**config.mk**
```make
export PLATFORM = sky130hd
export DESIGN_NAME = ebx_dispatch
export DESIGN_NICKNAME = d
export VERILOG_FILES = /design/src/rtl/ebx_pkg.sv /design/src/rtl/ebx_gate.sv /design/src/rtl/ebx_regs.sv /design/src/rtl/ebx_redirect.sv /design/src/rtl/ebx_dispatch.sv
export SDC_FILE = /design/constraint.sdc
export NUM_CORES = 1
export LEC_CHECK = 0
export BUFFER_PORTS_ARGS = -buffer_cell sky130_fd_sc_hd__buf_2
export CORE_ASPECT_RATIO = 1.2
export CORE_MARGIN = 10
export CORE_UTILIZATION = 40
export CTS_BUF_LIST = sky130_fd_sc_hd__clkbuf_4 sky130_fd_sc_hd__clkbuf_8 sky130_fd_sc_hd__clkbuf_16
export CTS_CLUSTER_DIAMETER = 80
export CTS_CLUSTER_SIZE = 8
export DETAILED_ROUTE_END_ITERATION = 6
export GPL_TIMING_DRIVEN = 0
export PLACE_DENSITY = 0.79
export SYNTH_ARGS = -nofsm -noshare
export SYNTH_HDL_FRONTEND = slang
export SYNTH_SLANG_ARGS = --single-unit
export TNS_END_PERCENT = 5
```
**constraint.sdc**
```tcl
create_clock -name clk -period 1.09 [get_ports clk]
set_input_delay 0.0545 -clock clk [delete_from_list [all_inputs] [get_ports clk]]
set_output_delay 0.0545 -clock clk [all_outputs]
set_load 0.05 [all_outputs]
```
**src/rtl/ebx_pkg.sv**
```systemverilog
// Shared definitions for the event-based branch dispatcher.
// Assumes the status register is three bits wide with fixed field positions.
package ebx_pkg;
    localparam int ST_W  = 3;
    localparam int ST_GE = 0;  // global enable
    localparam int ST_ME = 1;  // monitor-event enable
    localparam int ST_MO = 2;  // monitor event occurred

    typedef enum logic [1:0] {
        SEL_STAT = 2'd0,
        SEL_HNDL = 2'd1,
        SEL_RET  = 2'd2,
        SEL_NONE = 2'd3
    } wsel_e;
endpackage

```
**src/rtl/ebx_gate.sv**
```systemverilog
// Acceptance logic: decides whether a pending request is consumed this cycle
// and whether it becomes a branch, or whether a return request is taken.
// Assumes the return request has precedence over a pending interrupt.
module ebx_gate (
    input  logic clk,
    input  logic rst_n,
    input  logic irq_pend_i,
    input  logic user_mode_i,
    input  logic ret_req_i,
    input  logic glb_en_i,
    input  logic ev_en_i,
    output logic ack_o,
    output logic take_branch_o,
    output logic take_return_o
);
    // Combinational acceptance and branch decision.
    always_comb begin
        take_return_o = ret_req_i;
        ack_o         = irq_pend_i && user_mode_i && !ret_req_i;
        take_branch_o = ack_o && glb_en_i && ev_en_i;
    end

    // an acknowledge needs a pending request in user state
    a_r2_ack_user: assert property (@(posedge clk) disable iff (!rst_n)
        ack_o |-> (user_mode_i && irq_pend_i));
    // a return request suppresses the acknowledge
    a_r8_ret_first: assert property (@(posedge clk) disable iff (!rst_n)
        ret_req_i |-> !ack_o);
endmodule

```
**src/rtl/ebx_regs.sv**
```systemverilog
// Status, handler and return registers with hardware update on branch and
// return. Assumes software writes lose to a hardware event in the same cycle.
module ebx_regs #(
    parameter int AW    = 32,
    parameter int ALIGN = 2
) (
    input  logic                   clk,
    input  logic                   rst_n,
    input  logic                   ack_i,
    input  logic                   take_branch_i,
    input  logic                   take_return_i,
    input  logic [AW-1:0]          pc_i,
    input  logic                   wr_en_i,
    input  ebx_pkg::wsel_e         wr_sel_i,
    input  logic [AW-1:0]          wr_data_i,
    output logic [ebx_pkg::ST_W-1:0] status_o,
    output logic [AW-1:0]          handler_o,
    output logic [AW-1:0]          retaddr_o
);
    import ebx_pkg::*;
    localparam logic [AW-1:0] AMASK = {{(AW-ALIGN){1'b1}}, {ALIGN{1'b0}}};

    logic [ST_W-1:0] status_q;
    logic [AW-1:0]   handler_q;
    logic [AW-1:0]   ret_q;
    logic            hw_evt;
    logic            sw_wr;

    // Any hardware event blocks the software write port.
    always_comb begin
        hw_evt = ack_i || take_return_i;
        sw_wr  = wr_en_i && !hw_evt;
    end

    // Status register: hardware update first, otherwise software write.
    always_ff @(posedge clk) begin
        if (!rst_n) begin
            status_q <= '0;
        end else if (take_return_i) begin
            status_q[ST_GE] <= 1'b1;
        end else if (take_branch_i) begin
            status_q[ST_GE] <= 1'b0;
            status_q[ST_MO] <= 1'b1;
        end else if (sw_wr && wr_sel_i == SEL_STAT) begin
            status_q <= wr_data_i[ST_W-1:0];
        end
    end

    // Handler register: software write only, word aligned.
    always_ff @(posedge clk) begin
        if (!rst_n) begin
            handler_q <= '0;
        end else if (sw_wr && wr_sel_i == SEL_HNDL) begin
            handler_q <= wr_data_i & AMASK;
        end
    end

    // Return register: captures the interrupted address on a branch.
    always_ff @(posedge clk) begin
        if (!rst_n) begin
            ret_q <= '0;
        end else if (take_branch_i) begin
            ret_q <= pc_i & AMASK;
        end else if (sw_wr && wr_sel_i == SEL_RET) begin
            ret_q <= wr_data_i & AMASK;
        end
    end

    assign status_o  = status_q;
    assign handler_o = handler_q;
    assign retaddr_o = ret_q;

    // a branch clears global enable and sets the occurred flag
    a_r4_branch_status: assert property (@(posedge clk) disable iff (!rst_n)
        take_branch_i |=> (!status_q[ST_GE] && status_q[ST_MO]));
    // the return register holds the aligned interrupted address
    a_r5_ret_capture: assert property (@(posedge clk) disable iff (!rst_n)
        take_branch_i |=> (ret_q == ($past(pc_i) & AMASK)));
    // a dropped request changes no register
    a_r6_silent_drop: assert property (@(posedge clk) disable iff (!rst_n)
        (ack_i && !take_branch_i) |=>
            ($stable(status_q) && $stable(handler_q) && $stable(ret_q)));
    // address registers never hold low bits
    a_r9_aligned: assert property (@(posedge clk) disable iff (!rst_n)
        (handler_q[ALIGN-1:0] == '0) && (ret_q[ALIGN-1:0] == '0));
    // a colliding write leaves the handler register alone
    a_r10_wr_blocked: assert property (@(posedge clk) disable iff (!rst_n)
        (hw_evt && wr_en_i && wr_sel_i == SEL_HNDL) |=> $stable(handler_q));
endmodule

```
**src/rtl/ebx_redirect.sv**
```systemverilog
// Registers the program-counter redirect strobe and its target.
// Assumes the return register value sampled is the one before this edge.
module ebx_redirect #(
    parameter int AW = 32
) (
    input  logic          clk,
    input  logic          rst_n,
    input  logic          take_branch_i,
    input  logic          take_return_i,
    input  logic [AW-1:0] handler_i,
    input  logic [AW-1:0] retaddr_i,
    output logic          redir_o,
    output logic [AW-1:0] redir_tgt_o
);
    // Strobe and target register, one cycle after acceptance.
    always_ff @(posedge clk) begin
        if (!rst_n) begin
            redir_o     <= 1'b0;
            redir_tgt_o <= '0;
        end else begin
            redir_o <= take_branch_i || take_return_i;
            if (take_return_i) begin
                redir_tgt_o <= retaddr_i;
            end else if (take_branch_i) begin
                redir_tgt_o <= handler_i;
            end
        end
    end

    // every strobe follows an accepted branch or return
    a_r7_strobe_src: assert property (@(posedge clk) disable iff (!rst_n)
        redir_o |-> $past(take_branch_i || take_return_i));
    // a branch redirects to the handler address
    a_r5_target: assert property (@(posedge clk) disable iff (!rst_n)
        (take_branch_i && !take_return_i) |=> (redir_tgt_o == $past(handler_i)));
endmodule

```
**src/rtl/ebx_dispatch.sv**
```systemverilog
// Top of the event-based branch dispatcher: acceptance gate, register file
// and redirect stage. Assumes one request is presented per cycle at most.
module ebx_dispatch #(
    parameter int AW    = 32,
    parameter int ALIGN = 2
) (
    input  logic          clk,
    input  logic          rst_n,
    input  logic          irq_pend_i,
    input  logic [AW-1:0] pc_i,
    input  logic          user_mode_i,
    input  logic          ret_req_i,
    input  logic          wr_en_i,
    input  logic [1:0]    wr_sel_i,
    input  logic [AW-1:0] wr_data_i,
    output logic          ack_o,
    output logic          redir_o,
    output logic [AW-1:0] redir_tgt_o,
    output logic [2:0]    status_o,
    output logic [AW-1:0] handler_o,
    output logic [AW-1:0] retaddr_o
);
    import ebx_pkg::*;

    logic take_branch;
    logic take_return;
    logic ack;
    wsel_e wsel;

    assign wsel  = wsel_e'(wr_sel_i);
    assign ack_o = ack;

    ebx_gate u_gate (
        .clk           (clk),
        .rst_n         (rst_n),
        .irq_pend_i    (irq_pend_i),
        .user_mode_i   (user_mode_i),
        .ret_req_i     (ret_req_i),
        .glb_en_i      (status_o[ST_GE]),
        .ev_en_i       (status_o[ST_ME]),
        .ack_o         (ack),
        .take_branch_o (take_branch),
        .take_return_o (take_return)
    );

    ebx_regs #(.AW(AW), .ALIGN(ALIGN)) u_regs (
        .clk           (clk),
        .rst_n         (rst_n),
        .ack_i         (ack),
        .take_branch_i (take_branch),
        .take_return_i (take_return),
        .pc_i          (pc_i),
        .wr_en_i       (wr_en_i),
        .wr_sel_i      (wsel),
        .wr_data_i     (wr_data_i),
        .status_o      (status_o),
        .handler_o     (handler_o),
        .retaddr_o     (retaddr_o)
    );

    ebx_redirect #(.AW(AW)) u_redir (
        .clk           (clk),
        .rst_n         (rst_n),
        .take_branch_i (take_branch),
        .take_return_i (take_return),
        .handler_i     (handler_o),
        .retaddr_i     (retaddr_o),
        .redir_o       (redir_o),
        .redir_tgt_o   (redir_tgt_o)
    );

    // no branch without both enables
    a_r3_enables: assert property (@(posedge clk) disable iff (!rst_n)
        (ack && !(status_o[ST_GE] && status_o[ST_ME])) |=> !redir_o);
    // after a branch the global enable blocks a further one
    a_r11_no_rebranch: assert property (@(posedge clk) disable iff (!rst_n)
        (take_branch && !take_return) |=> (!take_branch));
endmodule

```
==> metrics.csv <==
stage,metric,value,unit
sta,setup_viol,61,
yosys,synth_cell_types,27,
critical_path,cp-startpoint,u_regs.status_o[0]$_SDFFE_PN0P_,
sta,period_share,110,%
power_and_ir_drop,p_total,7.57,mW
global_routing,grt_pass1_vias,4509,
cells_and_area,fin_area,5990,um2
yosys,yosysSeqAreaShare,49.5,%
sta,min_period,1.20,ns
cells_and_area,layout_common_cells,"121 x buf_2, 92 x dfxtp_1, 63 x nand2_1, 62 x nor2_1, 59 x dlygate4sd3_1",
place,io_buffers,163,
critical_path,slowest_delay,0.38,ns
critical_path,reg2reg_setup_slack,-0.11,ns
global_routing,antenna_found_initial,1,
clock_tree,cts_tree,built,
yosys,netlist_area,3800,um2
floorplan,chipHeight,127,um
cells_and_area,nNetsFinal,752,
critical_path,crit_path_top_delay_cell,dfxtp_4,
sta,worst_slack,-0.109,ns
sta,skew,0.00837,ns
detailed_routing,via_count,4305,
critical_path,worst-path-buf-inv,2,
sta,final-max-slew-violation-count,0,
worst_hold_path,worstHoldStart,pc_i[29],
power_and_ir_drop,powerDensity,1260,nW/um2
yosys,ys_ff_latch,94,
place,pre_cts_slack,-0.337,ns
sta,tightest_slew,0.644,ns
yosys,avgSynthCellArea,8.77,um2
yosys,yosysWarnings,0,
clock_tree,cts_buffer_depth,2,
place,dpl.hpwl,10100,um
run_status,violations,negative setup slack,
floorplan,pin_count,173,
clock_tree,cts_buffers,9,
cells_and_area,final_common_cell,buf_2,
critical_path,crit_path_start_kind,flip-flop,
floorplan,rows,38,
critical_path,critical-path-top-delay-family,flip-flops,
critical_path,arrival,1.46,ns
critical_path,path_cells,"buf_4, nand3_4, buf_6, o221ai_1, nor2_1",
place,gp_congestion,0.799,
critical_path,cp_max_fo,10,
clock_tree,clockRootBuffer,clkbuf_8,
worst_hold_path,min_path_type,primary input to flip-flop,
place,placed_cell_area,4830,um2
sta,hold_viol,0,
critical_path,end_kind,flip-flop,
global_routing,grtUsageTotal,21.2,%
detailed_routing,first_iter_violations,262,
detailed_routing,firstDrtPassIters,5,
cells_and_area,drive_above_1_share,34.2,%
run_status,outcome,"complete, but fails checks",
clock_tree,clk_latency,0.36,ns
global_routing,overflow,0,
detailed_routing,routed_wl,15400,um
sta,fmax,0.834,GHz
critical_path,r2r-start,u_regs.status_o[0]$_SDFFE_PN0P_,
clock_tree,path_clk_slew,0.09,ns
floorplan,die-area,13800,um2
global_routing,grt_start_max_net_pins,16,
cells_and_area,syn2layout_area_growth,57.4,%
global_routing,grt_pass1_wl,23500,um
clock_tree,cts_num_sinks,94,
floorplan,fp.dieW,109,um
critical_path,path_class,flip-flop to flip-flop,
detailed_routing,wire_per_inst,19.0,um
detailed_routing,drc,0,
critical_path,cp_data_required_time,1.35,ns
power_and_ir_drop,ir_drop,0.837,mV
sta,hold_ws,0.00934,ns
sta,rsz0062_at_grt,true,
sta,relSlewSlack,57.1,%
clock_tree,h-tree-depth,3,
sta,fin_setup_tns,-3.83,ns
cells_and_area,nFillCells,711,
run,maxCapViolations,0,
floorplan,core_area,9180,um2
detailed_routing,routed_via_density,5.33,
detailed_routing,ant_nets,0,
yosys,syn_inst,434,
power_and_ir_drop,leakage,2.55,nW
floorplan,initial_core_util,41.5,%
## synthesized netlist by cell type (all sizes together)
cell type  instances  area, um2
a21boi            59        443
a21oi              3       15.0
a22oi             29        218
a31oi              1       6.26
and2               1       6.26
and3b              1       8.76
and4b              2       20.0
buf               23        145
clkbuf            22       82.6
conb               1       3.75
dfxtp             94       1880
inv                1       3.75
mux2i              1       10.0
nand2             64        240
nand3             31        160
nand4b             2       17.5
nor2              62        233
nor2b              2       15.0
nor3               1       10.0
o21ai              3       15.0
o221ai            30        263
o31ai              1       7.51
## report_power, final
group / leakage [nW] / internal [mW] / switching, mW / total, mW
Combinational: 1.68 / 0.501 / 0.827 / 1.33
Clock: 0.105 / 1.38 / 1.25 / 2.63
Sequential: 0.766 / 3.54 / 0.0692 / 3.60
## per-layer routing
| layer | global-route usage (%) | up-vias | wire length, um |
|---|---|---|---|
| li1 | - | 2019 | - |
| met1 | 22.8 | 2030 | 5670 |
| met2 | 37.0 | 224 | 7820 |
| met3 | 6.13 | 32 | 1470 |
| met4 | 9.63 | 0 | 406 |
| met5 | 0 | - | 0 |
## flip-flops by register name, summed over array words and instances, names as in the netlist
signal and count:
u_regs.handler_o 30, u_redir.redir_tgt_o 30, u_regs.retaddr_o 30, u_regs.status_o 3, u_redir.redir_o 1
## stage by stage
step	utilization (%)	instances
floorplan	-	439
global placement	52.6	722
detailed placement	52.6	722
CTS	63.3	802
global route	65.2	806
finish	65.3	807
## final cells by class
type	count	area, um2	area share (%)
plain buffers	45	288	4.81
flip-flops and latches	94	1890	31.6
multi-input cells	299	1800	30.0
repair buffers	230	1630	27.1
well taps	120	150	2.51
diodes	2	5.00	0.0836
clock inverters	5	82.6	1.38
clock buffers	11	145	2.42
inverters	1	3.75	0.0627
## worst paths after layout
path	to	cells after the start
worst max-delay path	u_redir.redir_tgt_o[26]$_SDFFE_PN0P_	5
worst min-delay path	u_regs.retaddr_o[29]$_SDFFE_PN0P_	3
worst max register to register	u_redir.redir_tgt_o[26]$_SDFFE_PN0P_	5
worst min register to register	u_redir.redir_tgt_o[6]$_SDFFE_PN0P_	2
## logic make-up (layout without fill, tap and decap cells)
group	Yosys count	in the layout	synth area share, %
and+or+nand+nor	166	166	18.7
AOI/OAI and AO/OA	126	126	25.4
DFF	94	94	49.5
buffers and inverters	46	292	6.08
other	1	8	0.0986
muxes	1	1	0.263
## worst register-to-register path, stage by stage, from the launching register on
cell	delay (ns)
dfxtp_4	0.38
buf_4	0.13
nand3_4	0.12
buf_6	0.18
o221ai_1	0.22
nor2_1	0.07
## timing repair
| item | in CTS | in global routing |
|---|---|---|
| resized for setup | 43 | 58 |
| hold buffers | 59 | 0 |
| endpoints found under the hold margin | 59 | 0 |
| buffers inserted | 3 | 3 |
| cloned | 2 | 0 |
| setup endpoints to repair | 67 | 132 |
| pin swaps | 3 | 7 |
Power figures use the tool's default switching activity.
